### src/rtl/ecs_pkg.sv
package ecs_pkg;

  // Operation classes recovered from the instruction word.
  typedef enum logic [2:0] {
    OP_COUNT = 3'd0,
    OP_WRAP  = 3'd1,
    OP_SAT32 = 3'd2,
    OP_SAT64 = 3'd3,
    OP_BAD   = 3'd4
  } op_kind_e;

  localparam int MULT_W = 5;   // imm4 + 1 spans 1..16
  localparam int DATA_W = 64;

  typedef struct packed {
    op_kind_e          kind;
    logic              dec;
    logic              uns;
    logic [4:0]        rd;
    logic [MULT_W-1:0] mult;
  } dec_fields_t;

  localparam logic [7:0] GROUP_MAJOR = 8'h04;

endpackage

### src/rtl/ecs_decode.sv
module ecs_decode
  import ecs_pkg::*;
(
  input  logic [31:0] instr,
  output dec_fields_t fields,
  output logic [1:0]  esz,
  output logic [4:0]  pat
);

  logic major_hit;
  logic sat_hit;
  logic cnt_hit;

  always_comb begin
    major_hit = (instr[31:24] == GROUP_MAJOR) && instr[21];
    sat_hit   = (instr[15:12] == 4'b1111);
    cnt_hit   = (instr[15:11] == 5'b11100);

    fields.rd   = instr[4:0];
    fields.mult = {1'b0, instr[19:16]} + 5'd1;
    fields.dec  = 1'b0;
    fields.uns  = 1'b0;
    fields.kind = OP_BAD;

    if (major_hit) begin
      if (sat_hit) begin
        fields.kind = instr[20] ? OP_SAT64 : OP_SAT32;
        fields.dec  = instr[11];
        fields.uns  = instr[10];
      end else if (cnt_hit) begin
        if (instr[20]) begin
          fields.kind = OP_WRAP;
          fields.dec  = instr[10];
        end else if (!instr[10]) begin
          fields.kind = OP_COUNT;
        end
      end
    end
  end

  assign esz = instr[23:22];
  assign pat = instr[9:5];

endmodule

### src/rtl/ecs_scale.sv
module ecs_scale #(
  parameter int CNT_W  = 9,
  parameter int MULT_W = 5
) (
  input  logic [CNT_W-1:0]        count,
  input  logic [MULT_W-1:0]       mult,
  output logic [CNT_W+MULT_W-1:0] amount
);

  localparam int AW = CNT_W + MULT_W;

  logic [AW-1:0] partial [MULT_W];

  // One shifted copy of the count per multiplier bit.
  for (genvar b = 0; b < MULT_W; b++) begin : g_pp
    assign partial[b] = mult[b] ? (AW'(count) << b) : '0;
  end

  always_comb begin
    amount = '0;
    for (int b = 0; b < MULT_W; b++) begin
      amount = amount + partial[b];
    end
  end

endmodule

### src/rtl/ecs_arith.sv
module ecs_arith
  import ecs_pkg::*;
#(
  parameter int AMT_W = 14
) (
  input  op_kind_e          kind,
  input  logic              dec,
  input  logic              uns,
  input  logic [63:0]       reg_val,
  input  logic [AMT_W-1:0]  amount,
  output logic [63:0]       result
);

  localparam logic [63:0] U32_MAX = 64'h0000_0000_FFFF_FFFF;
  localparam logic [63:0] S32_MAX = 64'h0000_0000_7FFF_FFFF;
  localparam logic [63:0] S32_MIN = 64'hFFFF_FFFF_8000_0000;
  localparam logic [63:0] S64_MAX = 64'h7FFF_FFFF_FFFF_FFFF;
  localparam logic [63:0] S64_MIN = 64'h8000_0000_0000_0000;

  logic [63:0] amt;
  logic [63:0] wrap_res;
  logic [63:0] low_ext;
  logic [63:0] step32;
  logic [63:0] sat32_res;
  logic [64:0] usum64;
  logic [63:0] diff64;
  logic [63:0] sum64;
  logic [63:0] sat64_res;

  assign amt = 64'(amount);

  // Wrapping step.
  assign wrap_res = dec ? (reg_val - amt) : (reg_val + amt);

  // 32-bit saturation carried out in 64-bit arithmetic.
  always_comb begin
    low_ext = uns ? {32'h0, reg_val[31:0]} : {{32{reg_val[31]}}, reg_val[31:0]};
    step32  = dec ? (low_ext - amt) : (low_ext + amt);
    sat32_res = step32;
    if (uns) begin
      if (dec && step32[63])                 sat32_res = '0;
      else if (!dec && (step32[63:32] != 0)) sat32_res = U32_MAX;
    end else begin
      if (!((step32[63:31] == '0) || (step32[63:31] == '1))) begin
        sat32_res = dec ? S32_MIN : S32_MAX;
      end
    end
  end

  // 64-bit saturation.
  always_comb begin
    usum64 = {1'b0, reg_val} + {1'b0, amt};
    diff64 = reg_val - amt;
    sum64  = usum64[63:0];
    if (uns) begin
      if (dec) sat64_res = (reg_val < amt) ? '0 : diff64;
      else     sat64_res = usum64[64] ? '1 : sum64;
    end else begin
      if (dec) sat64_res = (reg_val[63] && !diff64[63]) ? S64_MIN : diff64;
      else     sat64_res = (!reg_val[63] && sum64[63]) ? S64_MAX : sum64;
    end
  end

  always_comb begin
    unique case (kind)
      OP_COUNT: result = amt;
      OP_WRAP:  result = wrap_res;
      OP_SAT32: result = sat32_res;
      OP_SAT64: result = sat64_res;
      default:  result = '0;
    endcase
  end

endmodule

### src/rtl/ecs_scalar_unit.sv
module ecs_scalar_unit
  import ecs_pkg::*;
#(
  parameter int CNT_W = 9
) (
  input  logic             clk,
  input  logic             rst_n,
  input  logic             in_valid,
  input  logic [31:0]      instr,
  input  logic [63:0]      reg_in,
  input  logic [CNT_W-1:0] elem_count,
  output logic [1:0]       sel_esz,
  output logic [4:0]       sel_pat,
  output logic             out_valid,
  output logic             wr_en,
  output logic             illegal,
  output logic [4:0]       rd_out,
  output logic [63:0]      result
);

  localparam int AMT_W = CNT_W + MULT_W;

  dec_fields_t      fields;
  logic [AMT_W-1:0] amount;
  logic [63:0]      arith_res;

  logic        valid_d, wr_d, ill_d;
  logic [4:0]  rd_d;
  logic [63:0] res_d;
  logic        valid_q, wr_q, ill_q;
  logic [4:0]  rd_q;
  logic [63:0] res_q;

  ecs_decode u_decode (
    .instr  (instr),
    .fields (fields),
    .esz    (sel_esz),
    .pat    (sel_pat)
  );

  ecs_scale #(.CNT_W(CNT_W), .MULT_W(MULT_W)) u_scale (
    .count  (elem_count),
    .mult   (fields.mult),
    .amount (amount)
  );

  ecs_arith #(.AMT_W(AMT_W)) u_arith (
    .kind    (fields.kind),
    .dec     (fields.dec),
    .uns     (fields.uns),
    .reg_val (reg_in),
    .amount  (amount),
    .result  (arith_res)
  );

  // Next-state logic.
  always_comb begin
    valid_d = in_valid;
    wr_d    = in_valid && (fields.kind != OP_BAD);
    ill_d   = in_valid && (fields.kind == OP_BAD);
    rd_d    = fields.rd;
    res_d   = (fields.kind == OP_BAD) ? '0 : arith_res;
  end

  // Registers; data fields load only under in_valid.
  always_ff @(posedge clk or negedge rst_n) begin
    if (!rst_n) begin
      valid_q <= 1'b0;
      wr_q    <= 1'b0;
      ill_q   <= 1'b0;
      rd_q    <= '0;
      res_q   <= '0;
    end else begin
      valid_q <= valid_d;
      wr_q    <= wr_d;
      ill_q   <= ill_d;
      if (in_valid) begin
        rd_q  <= rd_d;
        res_q <= res_d;
      end
    end
  end

  assign out_valid = valid_q;
  assign wr_en     = wr_q;
  assign illegal   = ill_q;
  assign rd_out    = rd_q;
  assign result    = res_q;

  // one-cycle latency and quiet idle cycles.
  a_r12_valid_follows: assert property (@(posedge clk) disable iff (!rst_n)
    in_valid |=> out_valid);
  a_r12_idle_quiet: assert property (@(posedge clk) disable iff (!rst_n)
    !out_valid |-> (!wr_en && !illegal));
  // a rejected word never writes.
  a_r11_no_write: assert property (@(posedge clk) disable iff (!rst_n)
    illegal |-> !wr_en);
  // a count result fits in the scaled-amount width.
  a_r4_count_range: assert property (@(posedge clk) disable iff (!rst_n)
    (wr_en && $past(fields.kind == OP_COUNT)) |-> (result[63:AMT_W] == '0));
  // unsigned 32-bit results are zero-extended.
  a_r6_zero_ext: assert property (@(posedge clk) disable iff (!rst_n)
    (wr_en && $past(fields.kind == OP_SAT32 && fields.uns)) |-> (result[63:32] == 32'h0));
  // signed 32-bit results are sign-extended.
  a_r7_sign_ext: assert property (@(posedge clk) disable iff (!rst_n)
    (wr_en && $past(fields.kind == OP_SAT32 && !fields.uns))
      |-> ((result[63:31] == '0) || (result[63:31] == '1)));
  // unsigned 64-bit saturation never moves the wrong way.
  a_r9_uinc_floor: assert property (@(posedge clk) disable iff (!rst_n)
    (wr_en && $past(fields.kind == OP_SAT64 && fields.uns && !fields.dec))
      |-> (result >= $past(reg_in)));
  a_r9_udec_ceiling: assert property (@(posedge clk) disable iff (!rst_n)
    (wr_en && $past(fields.kind == OP_SAT64 && fields.uns && fields.dec))
      |-> (result <= $past(reg_in)));
  // signed 64-bit addition never lowers the value.
  a_r10_sinc_floor: assert property (@(posedge clk) disable iff (!rst_n)
    (wr_en && $past(fields.kind == OP_SAT64 && !fields.uns && !fields.dec))
      |-> ($signed(result) >= $signed($past(reg_in))));

endmodule

### config.mk
export PLATFORM = sky130hd
export DESIGN_NAME = ecs_scalar_unit
export DESIGN_NICKNAME = d
export VERILOG_FILES = /design/src/rtl/ecs_pkg.sv /design/src/rtl/ecs_decode.sv /design/src/rtl/ecs_scale.sv /design/src/rtl/ecs_arith.sv /design/src/rtl/ecs_scalar_unit.sv
export SDC_FILE = /design/constraint.sdc
export NUM_CORES = 1
export LEC_CHECK = 0
export ABC_AREA = 0
export BUFFER_PORTS_ARGS = -buffer_cell sky130_fd_sc_hd__buf_2
export CORE_AREA = 2 2 150 225
export DETAILED_ROUTE_END_ITERATION = 6
export DIE_AREA = 0 0 152 227
export SKIP_LAST_GASP = 1
export SLEW_MARGIN = 15
export SYNTH_ARGS = -nofsm -noshare
export SYNTH_HDL_FRONTEND = slang
export SYNTH_SLANG_ARGS = --single-unit
### constraint.sdc
create_clock -name clk -period 1.25 [get_ports clk]
set_input_delay 0.125 -clock clk [delete_from_list [all_inputs] [get_ports clk]]
set_output_delay 0.125 -clock clk [all_outputs]
set_load 0.01 [all_outputs]
=== Word-level counts from Yosys, hierarchy flattened ===
Index checks and enable logic that the tools add are counted.

* Register bits: 72
* Input port bits: 108
* Output and inout bits: 79

* $add $sub $neg: 10
* Order comparisons: 1
* Equality and inequality tests: 9
* Mux-type cells: 30
* Reduce and logical (&&, ||, !) cells: 14

{| class="wikitable"
|+ Operators by type and width
! kind !! number
|-
| $mux W64 || 16
|-
| $pmux W64 S4 || 1
|-
| $add A64 B14 Y64 || 2
|-
| $sub A64 B14 Y64 || 2
|-
| $add A64 B14 Y65 || 1
|-
| $lt A64 B14 Y1 || 1
|-
| $eq A33 B33 Y1 const B || 1
|-
| $logic_not A33 Y1 || 1
|-
| $reduce_bool A32 Y1 || 1
|-
| $add A14 B11 Y14 || 1
|-
| $add A14 B12 Y14 || 1
|-
| $add A14 B13 Y14 || 1
|-
| $add A14 B14 Y14 || 1
|-
| $mux W13 || 1
|-
| $mux W12 || 1
|-
| $mux W11 || 1
|-
| $mux W10 || 1
|-
| $mux W9 || 1
|-
| $eq A8 B3 Y1 const B || 1
|-
| $mux W4 || 2
|-
| $logic_and A1 B1 Y1 || 7
|-
| $eq A3 B2 Y1 const B || 2
|-
| $mux W3 || 2
|-
| $add A4 B1 Y5 const B || 1
|-
| other kinds (10) || 14
|}

=== Longest topological paths before layout ===
* Depth after elaboration: 15
* Mapped depth: 41

=== Modules after synthesis ===
Synthesis repeated with hierarchy kept, for this count alone.

* Cell total of the unflattened synthesis: 2097
* Area, all modules: 14695.3 um^2

{| class="wikitable"
|+ By module, submodules not included
! module !! times used !! cells each !! area each (um^2) !! sequential area each (um^2)
|-
| ecs_arith || 1 || 1595 || 10172.3 || 0.0
|-
| ecs_scalar_unit || 1 || 294 || 2887.8 || 1801.7
|-
| ecs_scale || 1 || 175 || 1390.1 || 0.0
|-
| ecs_decode || 1 || 33 || 245.2 || 0.0
|}

=== Worst setup path before layout ===
OpenSTA, ideal clock, no wires.

* Path kind: input to register
* From: input port instr[16]
* To: register res_q[2], in the netlist result[2]
* Arrival time: 8.190 ns
* Path slack: -7.070 ns
* Stages on the path: 37
* Buffers on the path: 3
* Cell sequence: clkbuf_1 -> nand3_1 -> xor2_1 -> nor2b_1 -> fa_1 -> fa_1 -> inv_1 -> fa_1 -> inv_1 -> ha_1 -> inv_1 -> fa_1 -> inv_1 -> a21oi_1 -> o21bai_1 -> a21oi_1 -> o21bai_1 -> a21o_1 -> a21oi_1 -> xnor2_1 -> or4_1 -> o21ai_0 -> ha_1 -> buf_2 -> a21oi_1 -> o21ai_1 -> a221o_1 -> a21oi_1 -> nand2_1 -> o21ai_1 -> nand3_1 -> or4_4 -> o41ai_4 -> o22ai_2 -> buf_6 -> nor4_1 -> nor3_1

* Cells in the longest elaborated chain, start to end: 15
* Elaborated cells between the ends (all ways): 40

{| class="wikitable"
|+ Ends and longest elaborated chain
! element !! RTL line !! source
|-
| from (decl) || ecs_scalar_unit.sv:9 || <nowiki>input logic [31:0] instr,</nowiki>
|-
| $add A4 B1 Y5 (*) || ecs_decode.sv:20 || <nowiki>fields.mult = {1'b0, instr[19:16]} + 5'd1;</nowiki>
|-
| $mux W9 or $mux W10 (tied branches) || ecs_scale.sv:16 || <nowiki>assign partial[b] = mult[b] ? (AW'(count) << b) : '0;</nowiki>
|-
| $add A14 B14 Y14 || ecs_scale.sv:22 || <nowiki>amount = amount + partial[b];</nowiki>
|-
| $add A14 B11 Y14 || ecs_scale.sv:22 ||
|-
| $add A14 B12 Y14 || ecs_scale.sv:22 ||
|-
| $add A14 B13 Y14 (*) || ecs_scale.sv:22 ||
|-
| $add A64 B14 Y64 or $sub A64 B14 Y64 (tied branches) || ecs_arith.sv:38 || <nowiki>step32 = dec ? (low_ext - amt) : (low_ext + amt);</nowiki>
|-
| $mux W64 || ecs_arith.sv:38 ||
|-
| $reduce_bool A32 Y1 || ecs_arith.sv:42 || <nowiki>else if (!dec && (step32[63:32] != 0)) sat32_res = U32_MAX;</nowiki>
|-
| $logic_and A1 B1 Y1 || ecs_arith.sv:42 ||
|-
| $mux W64 || ecs_arith.sv:42 ||
|-
| $mux W64 || ecs_arith.sv:41 || <nowiki>if (dec && step32[63]) sat32_res = '0;</nowiki>
|-
| $mux W64 || ecs_arith.sv:40 || <nowiki>if (uns) begin</nowiki>
|-
| $pmux W64 S4 (*) || ecs_arith.sv:65 || <nowiki>unique case (kind)</nowiki>
|-
| $mux W64 (*) || ecs_scalar_unit.sv:62 || <nowiki>res_d = (fields.kind == OP_BAD) ? '0 : arith_res;</nowiki>
|-
| to (signal assigned) || ecs_scalar_unit.sv:79 || <nowiki>res_q <= res_d;</nowiki>
|-
| to (decl) || ecs_scalar_unit.sv:32 || <nowiki>logic [63:0] res_q;</nowiki>
|}

Every way passes the cells marked *; elsewhere a longest branch is shown, timed or not.
A chain may end at the register's enable or synchronous reset.

=== Worst setup path after layout ===
* From: input port instr[16]
* To: register res_q[42], in the netlist result[42]

The elaborated chain is that of the path after synthesis.

==> summary.txt <==
======================================================================================
Pins over their slew limit ..............................................            0
Average instance area after synthesis ...................................     6.96 um2
Data required, critical path ............................................      1.54 ns
Violation count after the first detailed-routing iteration ..............         2071
Largest delay contributor family on the critical path ................... compound AO/OA/AOI/OAI gates
Worst path max stage delay ..............................................      0.61 ns
Pin count of the biggest net entering global routing ....................           69
Die area ................................................................   0.0345 mm2
Routed via count ........................................................        20956
Launching element type of the critical path ............................. primary input
Initial standard-cell utilization of the core ...........................        44.3%
Worst VDD drop ..........................................................     0.951 mV
Area of placed instances ................................................   0.0214 mm2
Worst Hold Class ........................................................ primary input to flip-flop
Fill cells ..............................................................         2662
Violations in the final reports ......................................... setup timing
Post-route setup slack ..................................................     -6.71 ns
CTS tree ................................................................          yes
Cell count of the worst reg-to-reg path .................................            4
Data arrival at the endpoint of the critical path .......................      8.25 ns
Final wirelength ........................................................     78600 um
Mean number of vias per cell ............................................         6.22
Synthesis-stage register bit count ......................................           72
Inserted Clock Buffers ..................................................            9
Unrepaired setup endpoints after global routing .........................         true
Clock period minus worst slack ..........................................      7.96 ns
DRC Markers .............................................................            0
Number of global-route vias before repair ...............................        20692
Peak clock frequency supported by timing ................................      126 MHz
Antenna violation net count after detailed routing ......................            0
Library cell appearing most often on the critical path ..................         fa_1
Area of the core ........................................................   0.0325 mm2
Layout cell share with drive strength beyond 1 ..........................        45.1%
Share of the core filled with cells in the final layout .................        73.0%
Standard cell with the maximum stage delay on the critical path .........        or4_4
Buffers & Inverters on Critical Path ....................................           11
Net count, final ........................................................         3177
Total leakage power .....................................................      11.0 nW
Post-detailed-placement half-perimeter wirelength .......................     61300 um
Average wire length per cell after detail routing .......................      23.3 um
Area growth syn-to-layout ...............................................        64.9%
Clk root buf ............................................................    clkbuf_16
Sequential area share after synthesis ...................................        12.5%
End of the worst register-to-register path ..............................   result[58]
Max Fanout on Critical Path .............................................            7
Total number of placement rows ..........................................           81
Die span in y ...........................................................       227 um
Total power divided by cell area ........................................   949 mW/mm2
Pin slew with the least headroom to its limit ...........................     0.867 ns
Remaining Overflow, GRT .................................................            0
Clock-pin transition on the worst setup and hold timing paths ...........      0.07 ns
Synth warnings ..........................................................            0
Clock sink count ........................................................           72
Antenna violations before repair ........................................            0
R2r setup slk ...........................................................      0.17 ns
Number of stages on the worst hold path .................................            2
Synth Flop Type .........................................................      dfrtp_1
IO buf count ............................................................          172
Max cap viols ...........................................................            0
Result of the run ....................................................... finished, violations left
Relative max-transition margin ..........................................        42.2%
Total power after layout ................................................      22.5 mW
Final GP Congestion .....................................................         1.05
Number of nets in the synthesized netlist ...............................         2299
Count of flip-flops with a built-in enable after synthesis ..............            0
Hold Crit Endpoint ......................................................    out_valid
Final setup fails .......................................................           66
Capturing element type of the critical path .............................    flip-flop
H-tree depth ............................................................            3
Startpoint of the most critical hold path ...............................     in_valid
Number of distinct standard cells referenced by the synthesized netlist .          101
Multi-input gate area ...................................................   0.0132 mm2
Final Cycle Share .......................................................         637%
Register cell area after layout .........................................  0.00180 mm2
Total routing usage reported by global routing ..........................        43.3%
Number of placed I/O pins ...............................................          187
Worst Clk Skew ..........................................................         0 ns
R2r startpoint ..........................................................   result[58]
Worst setup path category ............................................... primary input to flip-flop
Clock insertion delay at the later pin of the skew report ...............      0.37 ns
Final total negative setup slack ........................................   -423.71 ns
Final standard cell area without fillers ................................   0.0237 mm2
Synthesized instance count ..............................................         2068
Die X ...................................................................       152 um
First-pass DRT Iterations ...............................................            6
Syn Std Cell Area .......................................................   0.0144 mm2
Async SR Flop Fraction ..................................................         100%
Final Hold Fails ........................................................            0
Global-route wire length before repair ..................................    116000 um
Buffer depth of the longest clock path ..................................            2
======================================================================================
==> cells by family (layout without fill, tap and decap cells) <==
kind of cell	Yosys count	count (layout)	share of synthesized area, %
and+or+nand+nor	775	780	27.3
AOI/OAI and AO/OA	712	712	31.5
buffers and inverters	225	1102	6.60
xor gates and xnor gates	144	144	8.76
adders and majority gates	123	123	12.0
DFF	72	72	12.5
muxes	17	17	1.27
other	0	3	0
==> cell usage after synthesis, types with 21 or more instances <==
library cell / count / area share (%)
a21oi_1: 210 / 7.3
nor2_1: 186 / 4.8
nand2_1: 184 / 4.8
o21ai_0: 130 / 4.5
ha_1: 97 / 8.4
xnor2_1: 85 / 5.2
clkbuf_1: 83 / 2.2
inv_1: 81 / 2.1
o21ai_1: 76 / 2.6
dfrtp_1: 72 / 13
nor3_1: 67 / 2.3
nand3_1: 60 / 2.1
xor2_1: 59 / 3.6
nand4_1: 50 / 2.2
and2_1: 37 / 1.6
o211ai_1: 35 / 1.8
buf_2: 33 / 1.1
a21o_1: 30 / 1.6
or3_1: 28 / 1.2
nor2b_1: 27 / 1.2
fa_1: 26 / 3.6
and3_1: 25 / 1.1
nor4_1: 23 / 1.0
a22oi_1: 22 / 1.1
nand2b_1: 22 / 0.96
a31oi_1: 21 / 0.91
==> state kept, by name, summed over array words and instances (netlist names) <==
register   count
result        64
out_valid      1
rd_out         5
illegal        1
wr_en          1
==> final cells by class <==
type	instances	area share, %
clock buffers	9	0.949
well taps	415	2.19
diodes	3	0.0316
inverters	82	1.31
clock inverters	6	0.390
repair buffers	1005	31.9
multi-input cells	1776	55.6
flip-flops and latches	72	7.59
==> per-stage QoR <==
stage          hold WS (ns)  std cells  worst slack, ns
2_1_floorplan        -0.171       2068            -6.26
5_1_grt               0.191       3365            -6.91
6_report              0.175       3368            -6.71
3_3_place_gp         0.0306       3266            -7.03
4_1_cts               0.162       3332            -6.41
3_5_place_dp         0.0396       3266            -7.23
==> power breakdown <==
group	internal (mW)	total, mW	switching (mW)
sequential	2.38	2.42	0.0394
combinational	8.18	17.1	8.97
clock	1.75	2.96	1.21
==> what timing repair did <==
action / in CTS / in global routing
pin swaps: 51 / 65
gates resized for setup: 168 / 123
hold buffers: 6 / 0
endpoints found under the hold margin: 77 / 0
endpoints found under the setup margin: 66 / 66
cloned: 5 / 3
buffers inserted: 41 / 33
==> worst reg2reg max path: cells and delay by family (launching register included) <==
kind,cells,cell delay [ns]
compound gates,3,0.43
flops,1,0.40
simple gates,1,0.14
==> cell usage in the layout, fill, tap and decap left out, drive strengths merged, types with 27 or more instances in the layout <==
master and count:
nor2b 27, and2 38, xor2 59, nand3 60, a21oi 214, or3 29, buf 995, inv 82
nor2 190, nand4 50, ha 97, nand2 186, o21ai 207, a21o 30, dfrtp 72, nor3 69
o211ai 37, xnor2 85
==> per-layer routing <==
metal / track usage (%) / part of all wire (%) / vias up
li1: - / - / 9357
met1: 48.9 / 36 / 9856
met2: 73.3 / 46 / 1316
met3: 8.53 / 8.7 / 427
met4: 31.6 / 9.0 / 0
met5: 0 / 0 / -
==> worst max-delay path by stage <==
stage / cells after the start / slack, ns / startpoint / end
after floorplan: 37 / -6.26 / instr[16] / result[39]
after global placement: 38 / -7.03 / instr[16] / result[49]
after detailed placement: 38 / -7.23 / instr[16] / result[50]
after CTS: 40 / -6.41 / instr[16] / result[9]
after global routing: 37 / -6.91 / instr[18] / result[49]
final: 40 / -6.71 / instr[16] / result[42]
No activity file was read; power rests on OpenSTA's default activity.
